==> src/rtl/dport_pkg.sv <==
`timescale 1ns/1ps
package dport_pkg;

  typedef enum logic [2:0] {
    PH_IDLE,
    PH_SETUP,
    PH_STROBE,
    PH_HOLD,
    PH_TAIL
  } phase_t;

  // Timer preload so that the next strobe can fall exactly `space` cycles
  // after the current one, given `setup` cycles between accept and strobe.
  function automatic int gap_preload(input int space, input int setup);
    return space - setup - 1;
  endfunction

  function automatic int max3(input int a, input int b, input int c);
    int m;
    m = (a > b) ? a : b;
    return (m > c) ? m : c;
  endfunction

endpackage

==> src/rtl/dport_gap_timer.sv <==
`timescale 1ns/1ps
module dport_gap_timer #(
  parameter int W = 4
) (
  input  logic         clk,
  input  logic         rst,
  input  logic         load,
  input  logic [W-1:0] load_val,
  output logic         zero
);

  logic [W-1:0] cnt_q;

  always_ff @(posedge clk) begin
    if (rst) begin
      cnt_q <= '0;
    end else if (load) begin
      cnt_q <= load_val;
    end else if (cnt_q != '0) begin
      cnt_q <= cnt_q - 1'b1;
    end
  end

  assign zero = (cnt_q == '0);

  // a new window is opened only after the previous one has run out
  p_load_when_clear_r11: assert property (@(posedge clk) disable iff (rst)
    load |-> zero);

endmodule

==> src/rtl/dport_rd_capture.sv <==
`timescale 1ns/1ps
module dport_rd_capture #(
  parameter int DW = 32
) (
  input  logic          clk,
  input  logic          rst,
  input  logic          sample,
  input  logic [DW-1:0] din,
  output logic [DW-1:0] q
);

  always_ff @(posedge clk) begin
    if (rst) begin
      q <= '0;
    end else if (sample) begin
      q <= din;
    end
  end

endmodule

==> src/rtl/dport_phase_ctrl.sv <==
`timescale 1ns/1ps
module dport_phase_ctrl
  import dport_pkg::*;
#(
  parameter int DW         = 32,
  parameter int SETUP_CYC  = 1,
  parameter int STROBE_CYC = 3,
  parameter int HOLD_CYC   = 1
) (
  input  logic          clk,
  input  logic          rst,
  input  logic          req_valid,
  input  logic          req_write,
  input  logic [DW-1:0] req_wdata,
  input  logic          gaps_clear,
  output logic          idle,
  output logic          strobe_fall,
  output logic          rd_sample,
  output logic          cs_n,
  output logic          rd_n,
  output logic          wr_n,
  output logic          bus_oe,
  output logic [DW-1:0] bus_dout,
  output logic          done
);

  localparam int PH_MAX = max3(SETUP_CYC, STROBE_CYC, HOLD_CYC);
  localparam int PH_W   = $clog2(PH_MAX + 1);

  phase_t          phase_q;
  logic [PH_W-1:0] ph_cnt_q;
  logic            is_wr_q;
  logic            accept;
  logic            ph_last;

  assign idle        = (phase_q == PH_IDLE);
  assign accept      = idle && req_valid && gaps_clear;
  assign ph_last     = (ph_cnt_q == '0);
  assign strobe_fall = (phase_q == PH_SETUP) && ph_last;
  assign rd_sample   = (phase_q == PH_STROBE) && ph_last && !is_wr_q;

  always_ff @(posedge clk) begin
    if (rst) begin
      phase_q  <= PH_IDLE;
      ph_cnt_q <= '0;
      is_wr_q  <= 1'b0;
      cs_n     <= 1'b1;
      rd_n     <= 1'b1;
      wr_n     <= 1'b1;
      bus_oe   <= 1'b0;
      bus_dout <= '0;
      done     <= 1'b0;
    end else begin
      done <= 1'b0;
      case (phase_q)
        PH_IDLE: begin
          if (accept) begin
            cs_n     <= 1'b0;
            bus_oe   <= req_write;
            bus_dout <= req_wdata;
            is_wr_q  <= req_write;
            ph_cnt_q <= PH_W'(SETUP_CYC - 1);
            phase_q  <= PH_SETUP;
          end
        end
        PH_SETUP: begin
          if (ph_last) begin
            rd_n     <= is_wr_q;
            wr_n     <= !is_wr_q;
            ph_cnt_q <= PH_W'(STROBE_CYC - 1);
            phase_q  <= PH_STROBE;
          end else begin
            ph_cnt_q <= ph_cnt_q - 1'b1;
          end
        end
        PH_STROBE: begin
          if (ph_last) begin
            rd_n     <= 1'b1;
            wr_n     <= 1'b1;
            ph_cnt_q <= PH_W'(HOLD_CYC - 1);
            phase_q  <= PH_HOLD;
          end else begin
            ph_cnt_q <= ph_cnt_q - 1'b1;
          end
        end
        PH_HOLD: begin
          if (ph_last) begin
            cs_n    <= 1'b1;
            done    <= 1'b1;
            phase_q <= PH_TAIL;
          end else begin
            ph_cnt_q <= ph_cnt_q - 1'b1;
          end
        end
        PH_TAIL: begin
          bus_oe  <= 1'b0;
          phase_q <= PH_IDLE;
        end
        default: phase_q <= PH_IDLE;
      endcase
    end
  end

  // Checker-side count of consecutive strobe-low cycles
  logic [PH_W:0] low_cnt_q;
  always_ff @(posedge clk) begin
    if (rst) begin
      low_cnt_q <= '0;
    end else if (!rd_n || !wr_n) begin
      low_cnt_q <= low_cnt_q + 1'b1;
    end else begin
      low_cnt_q <= '0;
    end
  end

  p_reset_idle_r1: assert property (@(posedge clk)
    rst |=> (cs_n && rd_n && wr_n && !bus_oe && !done));

  p_cs_setup_r2: assert property (@(posedge clk) disable iff (rst)
    ($fell(rd_n) || $fell(wr_n)) |-> (!cs_n && !$past(cs_n)));

  p_strobe_width_r3: assert property (@(posedge clk) disable iff (rst)
    ($rose(rd_n) || $rose(wr_n)) |-> (low_cnt_q == (PH_W+1)'(STROBE_CYC)));

  p_cs_hold_r4: assert property (@(posedge clk) disable iff (rst)
    ($rose(rd_n) || $rose(wr_n)) |-> !cs_n);

  p_wdata_stable_r6: assert property (@(posedge clk) disable iff (rst)
    (!wr_n) |-> (bus_oe && $stable(bus_dout)));

  p_oe_tail_r7: assert property (@(posedge clk) disable iff (rst)
    ($rose(cs_n) && bus_oe) |=> !bus_oe);

  p_no_oe_on_read_r8: assert property (@(posedge clk) disable iff (rst)
    (!rd_n) |-> !bus_oe);

  p_done_single_r12: assert property (@(posedge clk) disable iff (rst)
    done |=> !done);

  p_done_at_cs_rise_r12: assert property (@(posedge clk) disable iff (rst)
    done |-> $rose(cs_n));

  p_one_strobe_r13: assert property (@(posedge clk) disable iff (rst)
    (!rd_n) |-> wr_n);

endmodule

==> src/rtl/dport_seq.sv <==
`timescale 1ns/1ps
module dport_seq
  import dport_pkg::*;
#(
  parameter int DW         = 32,
  parameter int SETUP_CYC  = 1,
  parameter int STROBE_CYC = 3,
  parameter int HOLD_CYC   = 1,
  parameter int FLOAT_CYC  = 2,
  parameter int SPACE_NORM = 8,
  parameter int SPACE_FDX  = 10
) (
  input  logic          clk,
  input  logic          rst,
  input  logic          full_duplex,
  input  logic          req_valid,
  input  logic          req_write,
  input  logic [DW-1:0] req_wdata,
  output logic          req_ready,
  output logic          done,
  output logic [DW-1:0] rdata,
  output logic          cs_n,
  output logic          rd_n,
  output logic          wr_n,
  output logic          bus_oe,
  output logic [DW-1:0] bus_dout,
  input  logic [DW-1:0] bus_din
);

  localparam int PRE_NORM = gap_preload(SPACE_NORM, SETUP_CYC);
  localparam int PRE_FDX  = gap_preload(SPACE_FDX, SETUP_CYC);
  localparam int PRE_MAX  = (PRE_NORM > PRE_FDX) ? PRE_NORM : PRE_FDX;
  localparam int SPC_W    = $clog2(PRE_MAX + 1) + 1;
  localparam int FLT_W    = $clog2(FLOAT_CYC + 1) + 1;

  logic idle, strobe_fall, rd_sample;
  logic spc_zero, flt_zero;
  logic [SPC_W-1:0] spc_load_val;

  assign req_ready    = idle && spc_zero && flt_zero;
  assign spc_load_val = full_duplex ? SPC_W'(PRE_FDX) : SPC_W'(PRE_NORM);

  dport_phase_ctrl #(
    .DW(DW), .SETUP_CYC(SETUP_CYC), .STROBE_CYC(STROBE_CYC), .HOLD_CYC(HOLD_CYC)
  ) u_ctrl (
    .clk(clk), .rst(rst),
    .req_valid(req_valid), .req_write(req_write), .req_wdata(req_wdata),
    .gaps_clear(spc_zero && flt_zero),
    .idle(idle), .strobe_fall(strobe_fall), .rd_sample(rd_sample),
    .cs_n(cs_n), .rd_n(rd_n), .wr_n(wr_n),
    .bus_oe(bus_oe), .bus_dout(bus_dout), .done(done)
  );

  dport_gap_timer #(.W(SPC_W)) u_spacing (
    .clk(clk), .rst(rst), .load(strobe_fall), .load_val(spc_load_val),
    .zero(spc_zero)
  );

  dport_gap_timer #(.W(FLT_W)) u_float (
    .clk(clk), .rst(rst), .load(rd_sample), .load_val(FLT_W'(FLOAT_CYC)),
    .zero(flt_zero)
  );

  dport_rd_capture #(.DW(DW)) u_cap (
    .clk(clk), .rst(rst), .sample(rd_sample), .din(bus_din), .q(rdata)
  );

  // the bus stays undriven by the host while the peripheral may float data
  p_float_quiet_r8: assert property (@(posedge clk) disable iff (rst)
    (!flt_zero) |-> !bus_oe);

  // no acceptance (select falling) without ready in the previous cycle
  p_accept_ready_r11: assert property (@(posedge clk) disable iff (rst)
    $fell(cs_n) |-> $past(req_ready && req_valid));

endmodule

==> config.mk <==
export PLATFORM = sky130hd
export DESIGN_NAME = dport_seq
export DESIGN_NICKNAME = d
export VERILOG_FILES = /design/src/rtl/dport_pkg.sv /design/src/rtl/dport_gap_timer.sv /design/src/rtl/dport_rd_capture.sv /design/src/rtl/dport_phase_ctrl.sv /design/src/rtl/dport_seq.sv
export SDC_FILE = /design/constraint.sdc
export NUM_CORES = 1
export LEC_CHECK = 0
export CORE_MARGIN = 5
export CORE_UTILIZATION = 40
export CTS_BUF_LIST = sky130_fd_sc_hd__clkbuf_16
export DETAILED_ROUTE_END_ITERATION = 10
export DONT_BUFFER_PORTS = 1
export SETUP_SLACK_MARGIN = 0.02
export SLEW_MARGIN = 20
export SYNTH_ARGS = -nofsm -noshare
export SYNTH_HDL_FRONTEND = slang
export SYNTH_SLANG_ARGS = --single-unit
export TNS_END_PERCENT = 10
==> constraint.sdc <==
create_clock -name clk -period 1.83 [get_ports clk]
set_input_delay 0.366 -clock clk [delete_from_list [all_inputs] [get_ports clk]]
set_output_delay 0.366 -clock clk [all_outputs]
set_load 0.01 [all_outputs]
After elaboration in Yosys (flattened, before gate mapping):

Cells that the tools add are included.

* register bits after elaboration: 83
* input port bits: 69
* output and inout bits: 70
* logic and storage cells: 80

* $add $sub $neg: 3
* eq/ne operators: 9
* multiplexer cells: 25
* bitwise operators: 1
* reductions and logical operators: 29

Operators by type and width (number)
* 2-bit 2-to-1 mux: 6
* 3-bit 2-to-1 mux: 4
* 3-bit case mux with 4 select lines: 1
* 5-bit 2-to-1 mux: 2
* 2-bit nonzero test: 5
* 3-bit AND reduction: 3
* 1-bit logical AND: 8
* 2-bit by 1-bit != test with 1-bit output, second input constant: 4
* 1-bit case mux with 2 select lines: 4
* 2-bit case mux with 4 select lines: 1
* 3-bit by 2-bit == test with 1-bit output, second input constant: 2
* 3-bit zero test: 2
* 1-bit 2-to-1 mux: 6
* 5-bit zero test: 1
* 5-bit nonzero test: 1
* 5-bit by 1-bit subtractor with 5-bit output, second input constant: 1
* 4-bit 2-to-1 mux: 1
* 2-bit AND reduction: 2
* 4-bit AND reduction: 1
* 4-bit nonzero test: 1
* 2-bit OR reduction: 2
* 3-bit by 1-bit == test with 1-bit output, second input constant: 1
* 3-bit == test, second input constant: 1
* 3-bit nonzero test: 1
* 6 further kinds: 6

Depth between registers and ports, before layout:

* depth in word-level cells: 5
* gate-level depth with buffers: 8
* mapped depth without buffers: 6

Modules after synthesis:

A second synthesis with hierarchy kept.

* cell total of the unflattened synthesis: 370
* area, all modules: 3472.1 µm²

Modules (own cells, without submodules)
* dport_phase_ctrl: instances 1, cells an instance 208, area an instance 1790.5 µm², seq. area each 860.8 µm²
* dport_rd_capture: instances 1, cells an instance 103, area an instance 1163.6 µm², seq. area each 640.6 µm²
* dport_gap_timer at u_spacing: instances 1, cells an instance 32, area an instance 287.8 µm², seq. area each 100.1 µm²
* dport_gap_timer at u_float: instances 1, cells an instance 22, area an instance 206.4 µm², seq. area each 60.1 µm²
* dport_seq: instances 1, cells an instance 5, area an instance 23.8 µm², seq. area each 0.0 µm²

Least setup slack after synthesis:

OpenSTA, ideal clock, no wires.

* kind: flip-flop to flip-flop
* from: reg u_ctrl.ph_cnt_q[0]
* to: reg u_cap.q[0]
* setup time: 0.134 ns
* arrival time: 1.552 ns
* data required time: 1.696 ns
* setup slack: 0.144 ns
* cell stages (with the launch flop): 9
* buffers on the path: 2
* clock period less this slack: 1.686 ns
* cell sequence: dfxtp_1 > inv_1 > ha_1 > nand2_1 > or4_1 > clkbuf_1 > clkbuf_1 > nand2_1 > a21oi_1

* cells in the longest elaborated chain, start to end: 3

RTL lines
* start: declaration: line dport_phase_ctrl.sv:31 `logic [PH_W-1:0] ph_cnt_q;`
* start signal: assignment: line dport_phase_ctrl.sv:62 `ph_cnt_q <= PH_W'(SETUP_CYC - 1);`
* start signal: assignment: line dport_phase_ctrl.sv:70 `ph_cnt_q <= PH_W'(STROBE_CYC - 1);`
* start signal: assignment: line dport_phase_ctrl.sv:73 `ph_cnt_q <= ph_cnt_q - 1'b1;`
* 2-bit zero test: line dport_phase_ctrl.sv:38 `assign ph_last = (ph_cnt_q == '0);`
* named net u_ctrl.ph_last: line dport_phase_ctrl.sv:34 `logic ph_last;`
* 1-bit logical AND (2 in series): line dport_phase_ctrl.sv:40 `assign rd_sample = (phase_q == PH_STROBE) && ph_last && !is_wr_q;`
* end signal: assignment: line dport_rd_capture.sv:16 `q <= din;`
* end: declaration: line dport_rd_capture.sv:9 `output logic [DW-1:0] q`

The timed path passes the listed nets, and every way through them passes these cells.
A chain may end at the register's enable or synchronous reset.

Final worst setup path:

* from: reg u_spacing.cnt_q[0]
* to: out req_ready

* cells in the longest elaborated chain, start to end: 3

RTL lines
* start: declaration: line dport_gap_timer.sv:12 `logic [W-1:0] cnt_q;`
* start signal: assignment: line dport_gap_timer.sv:18 `cnt_q <= load_val;`
* start signal: assignment: line dport_gap_timer.sv:20 `cnt_q <= cnt_q - 1'b1;`
* 5-bit zero test: line dport_gap_timer.sv:24 `assign zero = (cnt_q == '0);`
* 1-bit logical AND (2 in series): line dport_seq.sv:40 `assign req_ready = idle && spc_zero && flt_zero;`
* end: declaration: line dport_seq.sv:19 `output logic req_ready,`

Every way passes these cells.

==> flow_summary.toml <==
[outcome]
status = "finished, final reports clean"

[setup_path]
reg2reg_depth = 8
timing.rr.start = "u_spacing.cnt_q[0]"
criticalPathCategory = "reg2out"
reg2reg_slack_ps = 140
r2r-end = "u_ctrl.bus_dout[27]"
start_kind = "flip-flop"
critPathMaxFanout = 3
critPathCaptureType = "output port"
arrival_ps = 1390
cp_data_required_time_ps = 1460

[power]
p_int_mw = 4.10
irDropWorstVdd_v = 0.000602
p_clk_share_pct = 27.0
netSwitchingPower_mw = 2.26
p_sw_share_pct = 35.5
p_leak_nw = 1.28
fin_total_pwr_mw = 6.36
power_density_nw_per_um2 = 1760
power_frac_seq_pct = 43.0
power_frac_comb_pct = 30.1

[grt]
grt_pass1_wl_um = 12100
grt_max_degree = 80
use_met3_pct = 6.80
top_usage_layer = "met2"
grt_pass1_vias = 2461
grt_overflow = 0
antenna_found_initial = 0
use_met1_pct = 18.4
grt_usage_pct = 15.1
grtUsageMet2_pct = 23.3

[yosys]
ys_seq_elements = 83
ys_types = 41
syn_nets = 457
postSynthAreaPerCell_um2 = 8.28
seq_area_frac_synth_pct = 52.2
syn_area_um2 = 3180
synth_warnings = 0
syn_inst = 384

[final_layout]
n_fill_cell = 785
area_growth_pct = 13.3
fin_nets = 456
drive_gt1_share_pct = 10.8
diodes = 0
final_cells = 490

[clocking]
cts_tree = "done"
path_clk_slew_ps = 60
cts.root.buffer_cell = "clkbuf_16"
numCtsBuffers = 9
worstSkewPairLatency_ps = 320
cts.path.max_buffers = 2
cts_sinks = 83
htree_levels = 3

[floorplan]
io_pins = 139
design.core.area_um2 = 7730
fp.dieH_um = 99.2
rows = 32
die_x_um = 99.2
initial_utilization_pct = 41.2
die-area_um2 = 9830

[drt]
wl_per_cell_um = 15.6
dr.pass1.iters = 4
routed_wirelength_um = 7630
vias = 2504
drt_iter0_markers = 86
route.detailed.drc = 0
vias_per_cell = 5.11
antenna_left = 0

[placed_design]
dp_slack_ps = 80.3
place_hpwl_um = 5150
numPortBuffers = 0
place_inst = 472
gp_congestion = 0.751

[timing]
slew_headroom_pct = 76.3
worst_pin_slew_ps = 354
tns_ps = 0
setup_viol = 0
hold_violations = 0
period_share_pct = 96.0
rsz0062_at_grt = "true"
period_needed_ps = 1760
fin_ws_ps = 73.1
fmax_mhz = 569
final_max_slew_viol_count = 0
fin_skew_ps = 7.65

[worst_hold_path]
hp-start = "rst"
min_to = "u_cap.q[5]"
min_path_cells = 1
hp-class = "in2reg"

[run]
cap_violations = 0
==> flip-flops by register name, indices dropped and copies added, names as in the netlist <==
register,flops
u_cap.q,32
u_ctrl.rd_n,1
u_ctrl.ph_cnt_q,2
u_float.cnt_q,3
u_ctrl.bus_dout,32
u_ctrl.phase_q,3
u_ctrl.wr_n,1
u_ctrl.done,1
u_ctrl.cs_n,1
u_ctrl.is_wr_q,1
u_ctrl.bus_oe,1
u_spacing.cnt_q,5
==> critical path, cell delays in order, from the launching register on <==
cell and delay, ps:
dfxtp_1 310, inv_1 100, ha_2 200, nor4b_4 210
and3_2 250
==> layout by cell type (no fill, tap or decap), types with 2 or more instances in the layout <==
cell type / synthesis / layout
nand2_1: 144 / 144
dfxtp_1: 83 / 83
a21oi_1: 64 / 64
clkbuf_16: 0 / 10
buf_4: 0 / 10
inv_1: 6 / 8
nor2_1: 8 / 8
nor3_1: 7 / 6
a21oi_2: 5 / 5
xor2_1: 4 / 4
ha_1: 4 / 3
or3_1: 2 / 2
a31oi_1: 2 / 2
o311ai_0: 2 / 2
nand4b_1: 2 / 2
o21ai_0: 2 / 2
nand3_1: 2 / 2
clkinvlp_4: 0 / 2
buf_12: 3 / 2
==> cell type report <==
type	instances	area, um^2	share of cell area, %
Timing Repair Buffer	14	151	4.20
Inverter	6	22.5	0.625
Tap cell	102	128	3.54
Clock buffer	9	225	6.25
Clock inverter	7	61.3	1.70
Multi-Input combinational cell	269	1360	37.6
Sequential cell	83	1660	46.1
==> kinds of logic (layout without fill, tap and decap cells) <==
kind of cell	Yosys count	count (layout)	synth area share, %
and+or+nand+nor	178	178	24.3
adders and majority gates	4	4	1.57
AOI/OAI and AO/OA	81	81	14.5
DFF	83	83	52.2
buffers and inverters	32	36	5.74
xor gates and xnor gates	5	5	1.38
muxes	1	1	0.315
==> stage by stage <==
stage / hold slack [ps] / area [um^2] / util, %
global placement: 441 / 3270 / 42.3
detailed placement: 444 / 3270 / 42.3
CTS: 91.3 / 3570 / 46.1
finish: 114 / 3600 / 46.6
global route: 93.9 / 3600 / 46.6
floorplan: 447 / 3180 / -
==> worst max-delay path by stage <==
stage                             startpoint  cells past startpoint  slack (ps)             endpoint
after floorplan           u_ctrl.ph_cnt_q[0]                      8         140           u_cap.q[0]
after global placement    u_spacing.cnt_q[0]                      6         170   u_ctrl.ph_cnt_q[0]
after detailed placement  u_spacing.cnt_q[0]                      7          80  u_ctrl.bus_dout[18]
after CTS                 u_spacing.cnt_q[0]                      8          20        u_ctrl.bus_oe
after global routing      u_spacing.cnt_q[0]                      4          10            req_ready
final                     u_spacing.cnt_q[0]                      4          70            req_ready
==> Yosys cell counts <==
| cell | number | area [um^2] |
|---|---|---|
| or4_1 | 1 | 7.51 |
| clkbuf_1 | 16 | 60.1 |
| o211ai_1 | 1 | 7.51 |
| nor4b_1 | 1 | 8.76 |
| dfxtp_1 | 83 | 1660 |
| a2111oi_0 | 1 | 8.76 |
| o2bb2ai_1 | 1 | 8.76 |
| nand2_2 | 1 | 6.26 |
| and4bb_1 | 1 | 12.5 |
| o21ai_0 | 2 | 10.0 |
| a21oi_2 | 5 | 43.8 |
| buf_6 | 1 | 11.3 |
| xnor2_1 | 1 | 8.76 |
| ha_1 | 4 | 50.1 |
| buf_1 | 1 | 3.75 |
| nor2_1 | 8 | 30.0 |
| nor3_1 | 7 | 35.0 |
| and3_1 | 1 | 6.26 |
| buf_2 | 5 | 25.0 |
| and2_2 | 1 | 7.51 |
| o31a_1 | 1 | 8.76 |
| nand2b_1 | 1 | 6.26 |
| mux2i_1 | 1 | 10.0 |
| nand3_1 | 2 | 10.0 |
| a22oi_1 | 1 | 7.51 |
| buf_12 | 3 | 60.1 |
| inv_1 | 6 | 22.5 |
| nor4_1 | 1 | 6.26 |
| nor4_2 | 1 | 12.5 |
| nand4b_1 | 2 | 17.5 |
| nand4_2 | 1 | 12.5 |
| a21oi_1 | 64 | 320 |
| a31oi_1 | 2 | 12.5 |
| nand2_1 | 144 | 541 |
| o311ai_0 | 2 | 17.5 |
| or3_1 | 2 | 12.5 |
| nor4b_4 | 1 | 23.8 |
| and3_2 | 1 | 7.51 |
| and4_1 | 1 | 8.76 |
| xor2_1 | 4 | 35.0 |
| a221oi_2 | 1 | 15.0 |
==> power by group through the flow <==
stage,clock [mW],combinational (mW),sequential [mW]
final,1.71,1.91,2.73
after global routing,1.85,2.18,2.79
after CTS,1.78,1.84,2.74
after detailed placement,0,1.81,2.77
after global placement,0,1.74,2.77
after floorplan,0,1.55,2.64
==> routing by layer <==
metal / share of wire, % / up-vias / routed length (um)
li1: - / 1262 / -
met1: 42 / 1138 / 3200
met2: 45 / 100 / 3460
met3: 12 / 4 / 913
met4: 0.73 / 0 / 56
met5: 0 / - / 0
==> repair_timing <==
item	CTS	global route
cloned	0	1
setup buffers	1	0
setup endpoints to repair	1	36
hold buffers	0	0
gates resized for setup	0	5
pin swaps	0	1
Note: power is estimated with default switching activity, not from simulation.
